File: src/rtl/pla_pkg.sv
package pla_pkg;
  // Width of the AND-plane section of the configuration vector
  function automatic int and_bits(input int n_in, input int n_term);
    return 2 * n_in * n_term;
  endfunction

  // Full configuration vector width
  function automatic int cfg_bits(input int n_in, input int n_term, input int n_out);
    return 2 * n_in * n_term + n_out * n_term;
  endfunction
endpackage

File: src/rtl/pla_cfg_chain.sv
module pla_cfg_chain #(
  parameter int W = 66
) (
  input  logic         clk,
  input  logic         rst,
  input  logic         shift_en,
  input  logic         shift_bit,
  input  logic         load,
  output logic [W-1:0] active
);
  logic [W-1:0] chain;

  always_ff @(posedge clk) begin
    if (rst) begin
      chain  <= '0;
      active <= '0;
    end else begin
      if (shift_en) chain <= {chain[W-2:0], shift_bit};
      if (load) active <= chain;
    end
  end


  load_copy_chk: assert property (@(posedge clk) disable iff (rst)
    load |=> active == $past(chain));


  hold_without_load_chk: assert property (@(posedge clk) disable iff (rst)
    !load |=> $stable(active));
endmodule

File: src/rtl/pla_and_plane.sv
module pla_and_plane #(
  parameter int N_IN   = 4,
  parameter int N_TERM = 6
) (
  input  logic                       clk,
  input  logic                       rst,
  input  logic [N_IN-1:0]            in_vec,
  input  logic [2*N_IN*N_TERM-1:0]   mask,
  output logic [N_TERM-1:0]          term
);
  localparam int LW = 2 * N_IN;

  logic [LW-1:0] lit;

  always_comb begin
    for (int i = 0; i < N_IN; i++) begin
      lit[2*i]   = in_vec[i];
      lit[2*i+1] = ~in_vec[i];
    end
  end

  for (genvar t = 0; t < N_TERM; t++) begin : g_term
    logic [LW-1:0]   sel;
    logic [N_IN-1:0] pair;
    assign sel     = mask[t*LW +: LW];
    assign term[t] = &(lit | ~sel);

    for (genvar i = 0; i < N_IN; i++) begin : g_pair
      assign pair[i] = sel[2*i] & sel[2*i+1];
    end


    contra_term_chk: assert property (@(posedge clk) disable iff (rst)
      (|pair) |-> !term[t]);


    empty_term_chk: assert property (@(posedge clk) disable iff (rst)
      (sel == '0) |-> term[t]);
  end
endmodule

File: src/rtl/pla_or_plane.sv
module pla_or_plane #(
  parameter int N_TERM = 6,
  parameter int N_OUT  = 3
) (
  input  logic                     clk,
  input  logic                     rst,
  input  logic [N_TERM-1:0]        term,
  input  logic [N_OUT*N_TERM-1:0]  mask,
  output logic [N_OUT-1:0]         sum
);
  for (genvar o = 0; o < N_OUT; o++) begin : g_out
    logic [N_TERM-1:0] sel;
    assign sel    = mask[o*N_TERM +: N_TERM];
    assign sum[o] = |(term & sel);


    empty_out_chk: assert property (@(posedge clk) disable iff (rst)
      (sel == '0) |-> !sum[o]);
  end
endmodule

File: src/rtl/pla_array.sv
module pla_array
  import pla_pkg::*;
#(
  parameter int N_IN   = 4,
  parameter int N_TERM = 6,
  parameter int N_OUT  = 3
) (
  input  logic             clk,
  input  logic             rst,
  input  logic             cfg_shift,
  input  logic             cfg_bit,
  input  logic             cfg_load,
  input  logic [N_IN-1:0]  in_vec,
  output logic [N_OUT-1:0] out_vec
);
  localparam int AW = and_bits(N_IN, N_TERM);
  localparam int CW = cfg_bits(N_IN, N_TERM, N_OUT);

  logic [CW-1:0]     cfg;
  logic [N_TERM-1:0] term;
  logic [N_OUT-1:0]  sum;

  pla_cfg_chain #(.W(CW)) u_chain (
    .clk(clk), .rst(rst), .shift_en(cfg_shift), .shift_bit(cfg_bit),
    .load(cfg_load), .active(cfg)
  );

  pla_and_plane #(.N_IN(N_IN), .N_TERM(N_TERM)) u_and (
    .clk(clk), .rst(rst), .in_vec(in_vec), .mask(cfg[AW-1:0]), .term(term)
  );

  pla_or_plane #(.N_TERM(N_TERM), .N_OUT(N_OUT)) u_or (
    .clk(clk), .rst(rst), .term(term), .mask(cfg[CW-1:AW]), .sum(sum)
  );

  always_ff @(posedge clk) begin
    if (rst) out_vec <= '0;
    else     out_vec <= sum;
  end


  reset_out_chk: assert property (@(posedge clk) rst |=> out_vec == '0);
endmodule

File: config.mk
export PLATFORM = sky130hd
export DESIGN_NAME = pla_array
export DESIGN_NICKNAME = d
export VERILOG_FILES = /design/src/rtl/pla_pkg.sv /design/src/rtl/pla_cfg_chain.sv /design/src/rtl/pla_and_plane.sv /design/src/rtl/pla_or_plane.sv /design/src/rtl/pla_array.sv
export SDC_FILE = /design/constraint.sdc
export NUM_CORES = 1
export LEC_CHECK = 0
export ABC_AREA = 0
export CAP_MARGIN = 10
export CORE_ASPECT_RATIO = 1.5
export CORE_MARGIN = 1
export CORE_UTILIZATION = 55
export DETAILED_ROUTE_END_ITERATION = 10
export MAX_ROUTING_LAYER = met4
export PLACE_DENSITY = 0.79
export SLEW_MARGIN = 0
export SYNTH_ARGS = -nofsm -noshare
export SYNTH_HDL_FRONTEND = slang
export SYNTH_SLANG_ARGS = --single-unit
File: constraint.sdc
create_clock -name clk -period 2 [get_ports clk]
set_input_delay 0.4 -clock clk [delete_from_list [all_inputs] [get_ports clk]]
set_output_delay 0.4 -clock clk [all_outputs]
set_load 0.01 [all_outputs]
==> flow_summary_export.csv <==
group,metric,value,unit
routing,avgRoutedWirePerCell,15.71,µm
run,drv_cap,0,
hold_path,hold_path_class,"register to register",
routing,wl,9381,µm
cts,cts_buffers,17,
critical_path,crit_buf_inv,1,
timing,worstMarginPinSlew,569.4,ps
timing,drv_slew,0,
placement,portBuffers,11,
critical_path,worstRegToRegCells,4,
timing,slew_headroom,62.04,%
timing,finalCritPeriodShare,82.60,%
synthesis,synth_cell_type_count,12,
floorplanning,fp.dieArea,9730,µm²
routing,drtIter0Drc,210,
timing,period_needed,1652,ps
critical_path,cp.required,1600,ps
finish,finalNetCount,487,
routing,dr.pass1.iters,4,
routing,drc_errors,0,
critical_path,crit_cells,1,
timing,setup_viol,0,
cts,cts.path.max_buffers,2,
critical_path,arrival,1250,ps
cts,cts_tree,"done",
critical_path,crit_chain,"clkdlybuf4s50_1",
floorplanning,die_h,120.3,µm
finish,area_growth,12.46,%
global_routing,grt_overflow,0,
critical_path,slowest_stage,"clkdlybuf4s50_1",
floorplanning,core-area,8934,µm²
synthesis,syn_inst,476,
routing,viasPerCell,5.407,
critical_path,critPathTopFamily,"buffers and inverters",
critical_path,critPathKind,"register to output pin",
finish,instances_no_fill,597,
global_routing,first_global_vias,3180,
timing,max_freq,605.3,MHz
hold_path,min_path_cells,2,
routing,routed-via-count,3228,
cts,h-tree-depth,4,
power,powerDensity,991.7,nW/µm²
timing,rsz0062_at_grt,"false",
synthesis,ys_ff_latch,135,
critical_path,cp-start-kind,"register",
global_routing,grt_antenna_before_repair,0,
placement,place_inst,569,
critical_path,crit_path_end_kind,"output pin",
cts,cts_setup_buffers,0,
cts,post_cts_resized,0,
global_routing,grt_pass1_wl,15450,µm
floorplanning,start_util,57.45,%
finish,drive_gt1_share,7.187,%
cts,cts_hold_buf,0,
placement,gp_congestion,0.8152,
synthesis,synth_warnings,0,
critical_path,reg2reg_slack,850,ps
cts,path_clk_slew,50,ps
cts,cts.sinks,135,
critical_path,cp_max_fo,1,
floorplanning,io_pins,12,
floorplanning,rows,42,
synthesis,netlist_area,5132,µm²
synthesis,post_synth.cell_area_avg,10.78,µm²
placement,dp_hpwl,5796,µm
cts,clock_latency,410,ps
critical_path,cp_slowest_stage_delay,520,ps
power,vdd_drop_max,0.7917,mV
synthesis,ys_seq_area_share,52.66,%
status,status,"finished, final reports clean",
finish,antenna-diode-count,0,
timing,hold_viol_final,0,
routing,drtAntennaViolNets,0,
power,p_leak,2.537,nW
cts,cts_root_buf,"clkbuf_16",
timing,skew,7.971,ps
global_routing,grt_usage,22.04,%
floorplanning,die_w,80.88,µm
synthesis,synth_nets,485,
timing,setup-tns-final,0,ps
global_routing,grt_max_degree,136,
-- cells in the mapped netlist --
cell type / number / share of area, %
a22oi_1: 9 / 1.3
a31oi_1: 3 / 0.37
mux2i_1: 156 / 30
buf_2: 6 / 0.59
and4_1: 5 / 0.85
dfxtp_1: 135 / 53
and4_2: 1 / 0.20
buf_4: 3 / 0.44
buf_6: 11 / 2.4
clkbuf_1: 11 / 0.80
buf_1: 4 / 0.29
nor2_1: 132 / 9.7
-- metal layers --
layer | track usage (%) | vias to the layer above | routed length (µm)
li1 | - | 1615 | -
met1 | 24.58 | 1550 | 4056
met2 | 35.82 | 47 | 4830
met3 | 6.792 | 16 | 271
met4 | 9.487 | 0 | 223
met5 | - | - | 0
-- cells by family after synthesis --
logic type | share of synthesized area, %
compound gates | 1.682
buf+inv | 4.534
flops | 52.66
mux | 30.42
simple gates | 10.70
-- flip-flops by register name (all words and copies together) (netlist names) --
register / flops
out_vec: 3
u_chain.active: 66
u_chain.chain: 66
-- worst paths after layout --
kind | startpoint | end
worst max-delay path | out_vec[1] | out_vec[1]
worst min register to register | u_chain.active[17] | u_chain.active[17]
worst min-delay path | u_chain.active[17] | u_chain.active[17]
worst max register to register | u_chain.active[39] | out_vec[1]
-- metrics by stage --
step	power [W]	instance area, µm²	util (%)	hold WS, ps	setup WS [ps]
5_1_grt	0.005889	5772	64.61	528.2	306.0
4_1_cts	0.005765	5772	64.61	493.4	330.8
3_5_place_dp	0.002977	5243	58.68	479.2	28.98
2_1_floorplan	0.002945	5132	-	459.6	784.6
6_report	0.005724	5772	64.61	494.7	347.9
3_3_place_gp	0.002975	5243	58.68	474.3	113.1
-- cells in the final DEF (no fill, tap or decap) --
| master | instances |
|---|---|
| a22oi_1 | 9 |
| a31oi_1 | 3 |
| and4_1 | 5 |
| and4_2 | 1 |
| buf_12 | 4 |
| buf_4 | 6 |
| bufinv_16 | 1 |
| clkbuf_1 | 4 |
| clkbuf_16 | 17 |
| clkbuf_8 | 3 |
| clkdlybuf4s50_1 | 8 |
| clkinv_2 | 2 |
| clkinvlp_4 | 1 |
| dfxtp_1 | 135 |
| mux2i_1 | 156 |
| nor2_1 | 132 |
-- final cells by class --
class / instances / area [µm²]
fillers: 716 / 3162
flip-flops and latches: 135 / 2703
multi-input cells: 306 / 2197
clock buffers: 24 / 481.7
repair buffers: 18 / 205.2
well taps: 110 / 137.6
clock inverters: 4 / 47.55
-- power by group --
part | total [W] | switching, W | internal (W) | leakage (nW)
Combinational | 0.000223 | 0.000129 | 0.0000946 | 1.19
Sequential | 0.00270 | 0.00000300 | 0.00270 | 1.09
Clock | 0.00280 | 0.00103 | 0.00177 | 0.258
Total | 0.00572 | 0.00116 | 0.00456 | 2.54
No activity file was read; power rests on OpenSTA's default activity.
